## src/rtl/vfr_pkg.sv

```systemverilog
package vfr_pkg;
  typedef enum logic [2:0] {
    SEL_EXT     = 3'd0,
    SEL_RXQ     = 3'd1,
    SEL_TXQ     = 3'd2,
    SEL_POOL_RX = 3'd3,
    SEL_POOL_TX = 3'd4,
    SEL_EVT_CLR = 3'd5
  } reg_sel_e;
endpackage

```

## src/rtl/vfr_queue_ctl.sv

```systemverilog
module vfr_queue_ctl #(
  parameter int NUM_VF = 8,
  parameter int DW     = 32,
  localparam int QW    = 2 * NUM_VF
) (
  input  logic              clk,
  input  logic              rst,
  input  logic              wr_rxq,
  input  logic              wr_txq,
  input  logic              wr_prx,
  input  logic              wr_ptx,
  input  logic [DW-1:0]     wr_data,
  input  logic [NUM_VF-1:0] kill,
  output logic [QW-1:0]     rxq_en,
  output logic [QW-1:0]     txq_en,
  output logic [NUM_VF-1:0] pool_rx_en,
  output logic [NUM_VF-1:0] pool_tx_en
);
  // Each queue is owned by the VF equal to its index modulo NUM_VF
  for (genvar q = 0; q < QW; q++) begin : g_queue
    localparam int OWNER = q % NUM_VF;
    localparam logic RST_ON = (q == 0);
    always_ff @(posedge clk) begin
      if (rst) begin
        rxq_en[q] <= RST_ON;
        txq_en[q] <= RST_ON;
      end else begin
        if (kill[OWNER])  rxq_en[q] <= 1'b0;
        else if (wr_rxq)  rxq_en[q] <= wr_data[q];
        if (kill[OWNER])  txq_en[q] <= 1'b0;
        else if (wr_txq)  txq_en[q] <= wr_data[q];
      end
    end
  end

  for (genvar v = 0; v < NUM_VF; v++) begin : g_pool
    always_ff @(posedge clk) begin
      if (rst) begin
        pool_rx_en[v] <= 1'b0;
        pool_tx_en[v] <= 1'b0;
      end else begin
        if (kill[v])      pool_rx_en[v] <= 1'b0;
        else if (wr_prx)  pool_rx_en[v] <= wr_data[v];
        if (kill[v])      pool_tx_en[v] <= 1'b0;
        else if (wr_ptx)  pool_tx_en[v] <= wr_data[v];
      end
    end
  end
endmodule

```

## src/rtl/vfr_event_ctl.sv

```systemverilog
module vfr_event_ctl #(
  parameter int NUM_VF = 8
) (
  input  logic              clk,
  input  logic              rst,
  input  logic              clr_en,
  input  logic [NUM_VF-1:0] clr_mask,
  input  logic [NUM_VF-1:0] req,
  output logic [NUM_VF-1:0] evt,
  output logic              irq
);
  logic [NUM_VF-1:0] clr_eff;
  assign clr_eff = clr_en ? clr_mask : '0;

  always_ff @(posedge clk) begin
    if (rst) begin
      evt <= '0;
      irq <= 1'b0;
    end else begin
      evt <= (evt & ~clr_eff) | req;
      irq <= |req;
    end
  end
endmodule

```

## src/rtl/vfr_mbx_flags.sv

```systemverilog
module vfr_mbx_flags #(
  parameter int NUM_VF   = 8,
  parameter int DW       = 32,
  parameter int DONE_BIT = 14,
  parameter int SC_A_BIT = 12,
  parameter int SC_B_BIT = 13,
  localparam logic [DW-1:0] SC_MASK = (DW'(1) << SC_A_BIT) | (DW'(1) << SC_B_BIT)
) (
  input  logic              clk,
  input  logic              rst,
  input  logic              wr_ext,
  input  logic [DW-1:0]     wr_data,
  output logic [DW-1:0]     ext_ctrl,
  output logic [NUM_VF-1:0] inprog,
  output logic [NUM_VF-1:0] done
);
  always_ff @(posedge clk) begin
    if (rst) begin
      ext_ctrl <= '0;
      inprog   <= '1;
      done     <= '0;
    end else if (wr_ext) begin
      ext_ctrl <= wr_data & ~SC_MASK;
      if (wr_data[DONE_BIT]) begin
        inprog <= '0;
        done   <= '1;
      end
    end
  end
endmodule

```

## src/rtl/vf_reset_ctl.sv

```systemverilog
module vf_reset_ctl #(
  parameter int NUM_VF   = 8,
  parameter int DW       = 32,
  parameter int DONE_BIT = 14,
  parameter int SC_A_BIT = 12,
  parameter int SC_B_BIT = 13,
  localparam int QW      = 2 * NUM_VF
) (
  input  logic              clk,
  input  logic              rst,
  input  logic              wr_en,
  input  logic [2:0]        wr_sel,
  input  logic [DW-1:0]     wr_data,
  input  logic [NUM_VF-1:0] vf_rst_req,
  output logic [QW-1:0]     rxq_en,
  output logic [QW-1:0]     txq_en,
  output logic [NUM_VF-1:0] pool_rx_en,
  output logic [NUM_VF-1:0] pool_tx_en,
  output logic [NUM_VF-1:0] vf_rst_evt,
  output logic              pf_mbx_irq,
  output logic [NUM_VF-1:0] mbx_rst_inprog,
  output logic [NUM_VF-1:0] mbx_rst_done,
  output logic [DW-1:0]     ext_ctrl
);
  import vfr_pkg::*;

  reg_sel_e sel;
  assign sel = reg_sel_e'(wr_sel);

  logic wr_ext, wr_rxq, wr_txq, wr_prx, wr_ptx, wr_clr;
  always_comb begin
    wr_ext = wr_en && (sel == SEL_EXT);
    wr_rxq = wr_en && (sel == SEL_RXQ);
    wr_txq = wr_en && (sel == SEL_TXQ);
    wr_prx = wr_en && (sel == SEL_POOL_RX);
    wr_ptx = wr_en && (sel == SEL_POOL_TX);
    wr_clr = wr_en && (sel == SEL_EVT_CLR);
  end

  vfr_queue_ctl #(.NUM_VF(NUM_VF), .DW(DW)) u_queue (
    .clk(clk), .rst(rst),
    .wr_rxq(wr_rxq), .wr_txq(wr_txq), .wr_prx(wr_prx), .wr_ptx(wr_ptx),
    .wr_data(wr_data), .kill(vf_rst_req),
    .rxq_en(rxq_en), .txq_en(txq_en),
    .pool_rx_en(pool_rx_en), .pool_tx_en(pool_tx_en)
  );

  vfr_event_ctl #(.NUM_VF(NUM_VF)) u_event (
    .clk(clk), .rst(rst),
    .clr_en(wr_clr), .clr_mask(wr_data[NUM_VF-1:0]),
    .req(vf_rst_req), .evt(vf_rst_evt), .irq(pf_mbx_irq)
  );

  vfr_mbx_flags #(
    .NUM_VF(NUM_VF), .DW(DW), .DONE_BIT(DONE_BIT),
    .SC_A_BIT(SC_A_BIT), .SC_B_BIT(SC_B_BIT)
  ) u_mbx (
    .clk(clk), .rst(rst),
    .wr_ext(wr_ext), .wr_data(wr_data),
    .ext_ctrl(ext_ctrl), .inprog(mbx_rst_inprog), .done(mbx_rst_done)
  );
endmodule

```

## config.mk

```make
export PLATFORM = sky130hd
export DESIGN_NAME = vf_reset_ctl
export DESIGN_NICKNAME = d
export VERILOG_FILES = /design/src/rtl/vfr_pkg.sv /design/src/rtl/vfr_queue_ctl.sv /design/src/rtl/vfr_event_ctl.sv /design/src/rtl/vfr_mbx_flags.sv /design/src/rtl/vf_reset_ctl.sv
export SDC_FILE = /design/constraint.sdc
export NUM_CORES = 1
export LEC_CHECK = 0
export CORE_MARGIN = 1.5
export CORE_UTILIZATION = 38
export DETAILED_ROUTE_END_ITERATION = 10
export GPL_TIMING_DRIVEN = 0
export PLACE_DENSITY = 0.84
export SKIP_CTS_REPAIR_TIMING = 1
export SYNTH_ARGS = -nofsm -noshare
export SYNTH_HDL_FRONTEND = slang
export SYNTH_SLANG_ARGS = --single-unit
```

## constraint.sdc

```tcl
create_clock -name clk -period 1.1 [get_ports clk]
set_input_delay 0.165 -clock clk [delete_from_list [all_inputs] [get_ports clk]]
set_output_delay 0.165 -clock clk [all_outputs]
set_load 0.05 [all_outputs]
```

Word-level counts from Yosys, hierarchy flattened
Cells that the tools add are included.

storage, ports and cells
  flip-flop bits (word level) = 96
  latch bits = 0
  RAM bits = 0
  bits in read-only memories = 0
  bits of input ports = 46
  output and inout bits = 105
  logic and storage cells = 85
  memories kept = 0

cells by class
  add/subtract/negate cells = 0
  $mul = 0
  div/mod/pow operators = 0
  magnitude comparators = 0
  equal/unequal tests = 5
  shift-type cells = 0
  muxes and demuxes = 5
  bitwise operators = 3
  reduce and logical (&&, ||, !) cells = 19

operators with widths
  kind                                                                   count
  2-bit OR reduction                                                     8
  8-bit bitwise AND                                                      1
  8-bit two-way mux                                                      1
  8-bit NOT                                                              1
  8-bit OR                                                               1
  8-bit OR reduction                                                     1
  3-bit by 2-bit equality test with 1-bit output, second input constant  2
  3-bit equality test, second input constant                             2
  1-bit logical AND                                                      6
  1-bit two-way mux                                                      4
  2-bit nonzero test                                                     2
  3-bit by 1-bit equality test with 1-bit output, second input constant  1
  3-bit logical NOT                                                      1
  2-bit AND reduction                                                    1

Depth between registers and ports, before layout
Gate-level depths: netlist of run 1.

  word-level depth = 6
  mapped depth = 5
  mapped depth without buffers = 3

Hierarchy
Synthesis of run 1 repeated with hierarchy kept, for this count alone.

unflattened totals
  cells, all modules = 319
  area total of the unflattened synthesis = 3,463.3 µm²

modules (own cells, without submodules)
  module         times used  cells each  area an instance (µm²)  sequential area each (µm²)
  vfr_queue_ctl  1           165         1,774.2                 960.9
  vfr_mbx_flags  1           120         1,277.5                 640.6
  vfr_event_ctl  1           28          337.8                   180.2
  vf_reset_ctl   1           6           73.8                    0.0

Least setup slack after synthesis of run 1
Ideal clock, no wire load.

  path type = register -> output
  start point = reg u_mbx.done[0] (netlist name)
  end point = out mbx_rst_done[1]
  data arrival time = 1,032 ps
  data required time = 935 ps
  setup slack = -97 ps
  stages on the path, launching flop included = 2
  path buffers = 1
  cell sequence = dfxtp_1 > buf_4

RTL lines
  what           RTL line            RTL
  end, declared  vf_reset_ctl.sv:22  output logic [NUM_VF-1:0] mbx_rst_done,

No word-level cell between the ends.

==> results.py, run 1 <==
metrics = {
    "timing": {
        "timing.final.ws_setup_ns": -0.0711,
        "hold_slack_ns": 0.236,
        "setup_viol_count_final": 15,
        "fmax_ghz": 0.854,
        "slew_viol_final": 0,
        "clock_skew_ns": 0,
        "finalCritPeriodShare_pct": 106,
        "rsz0062_at_grt": "true",
        "tns_ns": -0.981,
        "finalHoldViolations": 0,
        "fin_crit_ns": 1.17,
    },
    "placed_design": {
        "dp.cells": 650,
        "dp_hpwl_um": 7530,
        "postPlaceCellArea_mm2": 0.00499,
        "gp_congestion": 0.834,
        "port-buffer-count": 146,
    },
    "route": {
        "viasPerCell": 4.83,
        "finalWirelength_um": 10300,
        "drc": 0,
        "dr.max_layer_used": "met4",
        "drtIter0Drc": 120,
        "via_count": 3214,
        "drt-met1-wl_um": 4430,
        "wire_per_inst_um": 15.5,
        "dr_wl_met3_um": 649,
        "drt_first_pass_iters": 4,
        "ant_nets": 0,
        "dr_wl_met2_um": 5050,
    },
    "global_route": {
        "track_usage_pct": 21.4,
        "grt-ovfl-total": 0,
        "grt_pass1_wl_um": 16100,
        "antenna_found_initial": 0,
        "grt_pass1_vias": 3145,
        "grt_max_degree": 15,
    },
    "clock_network": {
        "path_clk_slew_ns": 0.09,
        "cts_made_buffers": 9,
        "clk_latency_ns": 0.34,
        "clockRootBuffer": "clkbuf_8",
        "cts_sinks": 89,
        "tritoncts": "built",
        "clockBufferDepth": 2,
        "cts-htree-levels": 3,
    },
    "outcome": {
        "violations": "negative setup slack",
        "status": "finished with violations",
    },
    "final_layout": {
        "multi_input_area_mm2": 0.00132,
        "nets": 599,
        "nFillCells": 762,
        "drive_gt1_share_pct": 30.5,
        "fin_cells": 666,
        "design_area_mm2": 0.00525,
        "syn2layout_area_growth_pct": 55.0,
        "regArea_mm2": 0.00179,
        "antennaDiodeCount": 0,
    },
    "logic_synthesis": {
        "ys.flop_type": "dfxtp_1",
        "synth_edf_count": 0,
        "ys_seq_elements": 89,
        "yosysSeqAreaShare_pct": 52.7,
        "yosysUniqueCellTypes": 25,
        "yosys_warnings": 0,
        "synthArstFlopShare_pct": 0,
        "netlist_instances": 395,
        "synth_area_per_cell_um2": 8.57,
        "syn_area_mm2": 0.00338,
    },
    "critical_path": {
        "start_kind": "register",
        "path_class": "register to primary output",
        "worstPathArrival_ns": 1.01,
        "worst_r2r_path_depth": 2,
        "required_ns": 0.94,
        "end_kind": "primary output",
        "critPathMaxFanout": 9,
    },
    "floorplan": {
        "ioPinCount": 151,
        "die_area_mm2": 0.00948,
        "design.core.area_mm2": 0.00868,
        "chipHeight_um": 97.4,
        "start_util_pct": 39.0,
        "rows": 34,
        "die_w_um": 97.4,
    },
    "power": {
        "power_leakage_nw": 2.22,
        "p_total_mw": 7.02,
        "power.density_mw_per_mm2": 1340,
        "ir_drop_mv": 0.976,
    },
    "hold_path": {
        "hold_class": "input pin to register",
        "whs_path_depth": 2,
    },
    "job": {
        "drv_cap": 0,
    },
}
## cell usage after synthesis (2+ instances only)
library cell,instances,area share (%)
mux2i_1,20,5.9
dfxtp_1,89,53
buf_4,17,3.8
buf_6,3,1.0
a21oi_1,60,8.9
or2_2,7,1.3
o21bai_1,2,0.44
nor3_1,4,0.59
nand4bb_1,2,0.67
nor4_1,2,0.37
inv_1,8,0.89
nor2_1,23,2.6
buf_1,8,0.89
clkbuf_1,6,0.67
a311oi_1,8,2.1
and4bb_2,2,0.74
buf_2,11,1.6
nand2_1,116,13
## cells in the final DEF, fill, tap and decap left out, types with 2 or more instances in the layout
master / n
clkdlybuf4s50_1: 39
buf_4: 67
o21bai_1: 2
nor3_1: 4
buf_8: 15
dfxtp_4: 2
clkbuf_1: 4
buf_2: 7
inv_1: 8
or2_2: 7
buf_1: 8
buf_6: 38
and4bb_2: 3
clkbuf_2: 5
nor2_1: 23
nand4bb_1: 2
clkbuf_4: 8
conb_1: 2
nor4_1: 2
nand2_1: 116
dfxtp_2: 2
bufinv_16: 3
clkbuf_8: 10
a21oi_1: 60
dlymetal6s2s_1: 2
a311oi_1: 8
dfxtp_1: 85
mux2i_1: 20
## report_power, final
part / switching [mW] / internal (mW) / leakage, nW / total (mW)
registers: 0.0474 / 3.28 / 0.724 / 3.33
logic: 0.586 / 0.389 / 1.37 / 0.975
clock network: 1.13 / 1.58 / 0.121 / 2.72
## metal layers
| layer | GRT usage (%) | up-vias |
|---|---|---|
| li1 | - | 1593 |
| met1 | 26.5 | 1495 |
| met2 | 36.7 | 110 |
| met3 | 5.25 | 16 |
| met4 | 6.70 | 0 |
| met5 | 0 | - |
## flip-flops by register name, indices dropped and copies added (netlist names)
name	count
u_event.evt	8
u_mbx.done	1
u_queue.pool_tx_en	8
u_mbx.ext_ctrl	30
u_mbx.inprog	1
u_queue.txq_en	16
u_queue.pool_rx_en	8
u_event.irq	1
u_queue.rxq_en	16
## worst paths after layout
path | slack [ns] | endpoint | start
setup reg to reg | 0.33 | u_event.evt[3] | u_event.evt[3]
hold reg to reg | 0.46 | u_mbx.ext_ctrl[0] | u_mbx.ext_ctrl[0]
hold / removal | 0.24 | u_queue.rxq_en[0] | vf_rst_req[0]
setup / recovery | -0.07 | mbx_rst_inprog[2] | u_mbx.inprog[6]
## critical path, stage by stage (launching register included)
cell     delay [ns]
dfxtp_4        0.40
buf_4          0.13
buf_8          0.13
## layout make-up
| type | instances | share of cell area, % |
|---|---|---|
| timing repair buffer | 147 | 27.6 |
| clock buffer | 12 | 2.77 |
| tap | 108 | 2.58 |
| buffer | 44 | 5.32 |
| inverter | 8 | 0.573 |
| sequential | 89 | 34.2 |
| multi-input combinational | 254 | 25.1 |
| clock inverter | 4 | 1.88 |
## stage by stage
step | utilization (%) | worst slack (ns)
finish | 60.4 | -0.0711
global route | 60.4 | -0.118
CTS | 60.3 | -0.777
detailed placement | 57.5 | -0.704
global placement | 57.5 | -0.642
floorplan | - | -0.00730
## cells by family (layout without fill, tap and decap cells)
logic type | Yosys count | in the layout | synth area share, %
AOI/OAI and AO/OA | 71 | 71 | 11.6
buffers and inverters | 53 | 215 | 8.84
DFF | 89 | 89 | 52.7
and+or+nand+nor | 161 | 161 | 20.9
muxes | 20 | 20 | 5.92
other | 1 | 2 | 0.111
No activity file was read; power rests on OpenSTA's default activity.
==> run 2, diff against run 1 <==
- CELL_PAD_IN_SITES_DETAIL_PLACEMENT: not set -> 1
- CELL_PAD_IN_SITES_GLOBAL_PLACEMENT: not set -> 1
- CORE_UTILIZATION: 38 -> 27
- CTS_CLUSTER_DIAMETER: not set -> 150
- SKIP_LAST_GASP: not set -> 1
==> run 2 against run 1 <==
  * The flow still finishes with violations (negative setup slack)
  * Sequential share of layout area rose by 0.41 points
  * Via count rose by 3.1%
  * Worst setup slack improved by 0.0079 ns
  * Utilization fell by 18 points
  * Register-to-register slack improved by 0.02 ns
  * Cell count rose by 8.6%
  * Combinational power fell by 1%
  * First-iteration DRC count rose by 60%
  * Die area rose by 39%
  * Critical path type unchanged
  * Highest routed layer unchanged
==> results.py, run 2 (synthesized netlist as in run 1, its figures left out) <==
metrics = {
    "outcome": {
        "status": "finished with violations",
        "violations": "negative setup slack",
    },
    "route": {
        "wire_per_inst_um": 16.9,
        "finalWirelength_um": 12200,
        "drtIter0Drc": 192,
        "via_count": 3315,
        "drt_first_pass_iters": 4,
        "drc": 0,
        "ant_nets": 0,
        "viasPerCell": 4.59,
    },
    "placed_design": {
        "dp.cells": 710,
        "gp_congestion": 0.744,
        "port-buffer-count": 146,
        "postPlaceCellArea_mm2": 0.00506,
        "dp_hpwl_um": 9300,
    },
    "timing": {
        "fin_crit_ns": 1.16,
        "setup_viol_count_final": 15,
        "tns_ns": -0.846,
        "slew_viol_final": 0,
        "timing.final.ws_setup_ns": -0.0632,
        "rsz0062_at_grt": "true",
        "finalCritPeriodShare_pct": 106,
        "finalHoldViolations": 0,
        "clock_skew_ns": 0,
        "fmax_ghz": 0.860,
    },
    "clock_network": {
        "tritoncts": "built",
        "cts_sinks": 89,
        "clockBufferDepth": 2,
        "clk_latency_ns": 0.34,
        "cts_made_buffers": 9,
        "clockRootBuffer": "clkbuf_16",
        "path_clk_slew_ns": 0.06,
        "cts-htree-levels": 3,
    },
    "hold_path": {
        "worst_hold_path.endpoint": "u_queue.txq_en[0]",
        "min_from": "vf_rst_req[0]",
        "whs_path_depth": 2,
        "hold_class": "input pin to register",
    },
    "global_route": {
        "track_usage_pct": 18.5,
        "antenna_found_initial": 0,
        "grt_pass1_wl_um": 18300,
        "grt-ovfl-total": 0,
        "grt_max_degree": 14,
        "grt_pass1_vias": 3409,
    },
    "critical_path": {
        "critPathMaxStageDelay_ns": 0.39,
        "start_kind": "register",
        "worst_r2r_path_depth": 2,
        "end_kind": "primary output",
        "slowest_stage": "dfxtp_4",
        "cp_num_buf_inv": 2,
        "path_cells": "buf_4, buf_6",
        "r2r_end": "u_event.evt[5]",
        "crit_family": "flip-flops",
        "timing.rr.start": "u_event.evt[5]",
        "required_ns": 0.94,
        "r2r_setup_slack_ns": 0.35,
        "critPathMaxFanout": 9,
        "worstPathArrival_ns": 1.00,
        "path_class": "register to primary output",
    },
    "final_layout": {
        "mostFrequentLayoutCell": "nand2_1",
        "antennaDiodeCount": 0,
        "postLayoutCoreUtil_pct": 42.7,
        "regMostFlops": "u_mbx.ext_ctrl",
        "fin_cells": 723,
        "largestRegisters": "u_mbx.ext_ctrl (30), u_queue.rxq_en (16), u_queue.txq_en (16)",
        "design_area_mm2": 0.00518,
        "layout_common_cells": "116 x nand2_1, 87 x dfxtp_1, 61 x buf_4",
        "nets": 597,
        "drive_gt1_share_pct": 30.3,
        "syn2layout_area_growth_pct": 53.0,
        "largest_reg_flops": 30,
    },
    "floorplan": {
        "rows": 40,
        "design.core.area_mm2": 0.0121,
        "chipHeight_um": 115,
        "die_area_mm2": 0.0132,
        "start_util_pct": 27.9,
        "ioPinCount": 151,
        "die_w_um": 115,
    },
    "power": {
        "ir_drop_mv": 0.823,
        "power.density_mw_per_mm2": 1420,
        "power_leakage_nw": 2.16,
    },
    "job": {
        "drv_cap": 0,
    },
}
-- run 2: changes by cell type in the layout (fill, tap and decap cells not counted), moves of 6 or more --
cell / previous run / this run
buf_4: 67 / 61
buf_6: 38 / 20
buf_8: 15 / 0
clkbuf_16: 0 / 9
clkbuf_4: 8 / 47
clkbuf_8: 10 / 2
-- run 2: through the flow --
stage	setup slack [ns]	power, mW	hold slack [ns]
2_1_floorplan	-0.00730	3.92	0.274
3_3_place_gp	-0.667	4.36	0.439
3_5_place_dp	-0.792	4.39	0.449
4_1_cts	-0.765	7.48	0.242
5_1_grt	-0.111	7.63	0.275
6_report	-0.0632	7.38	0.247
-- run 2: cell type report --
type                            instances  area, µm²
Clock buffer                           13        260
Buffer                                 43        279
Clock inverter                          2       37.5
Timing Repair Buffer                  146       1250
Tap cell                              168        210
Inverter                                8       30.0
Sequential cell                        89       1790
Fill cell                            1457       6940
Multi-Input combinational cell        254       1320
-- run 2: metal layers --
metal | track usage (%) | routed length, µm | part of all wire (%) | vias up
li1 | - | - | - | 1591
met1 | 20.4 | 4950 | 41 | 1619
met2 | 34.0 | 6420 | 53 | 86
met3 | 5.17 | 603 | 4.9 | 19
met4 | 6.17 | 231 | 1.9 | 0
met5 | 0 | 0 | 0 | -
-- run 2: power breakdown --
group | leakage [nW] | total [mW] | switching [mW] | internal, mW
combinational | 1.29 | 0.961 | 0.603 | 0.358
clock | 0.142 | 3.09 | 1.21 | 1.87
sequential | 0.723 | 3.33 | 0.0405 | 3.29
-- run 2: worst max-delay path by stage --
stage	startpoint	end	slack (ns)	cells past startpoint
3_3_place_gp	wr_sel[1]	u_queue.rxq_en[1]	-0.67	6
3_5_place_dp	wr_sel[1]	u_queue.rxq_en[1]	-0.79	6
5_1_grt	u_mbx.done[0]	mbx_rst_done[1]	-0.11	2
2_1_floorplan	wr_sel[2]	u_mbx.ext_ctrl[10]	-0.007	4
6_report	u_mbx.inprog[6]	mbx_rst_inprog[4]	-0.06	2
4_1_cts	u_mbx.done[0]	mbx_rst_done[1]	-0.77	2
==> run 3, diff against run 2 <==
- HOLD_SLACK_MARGIN: not set -> 0.15
==> results of run 3 <==
Same layout as run 2: the final DEF is identical, and so are final timing and power.
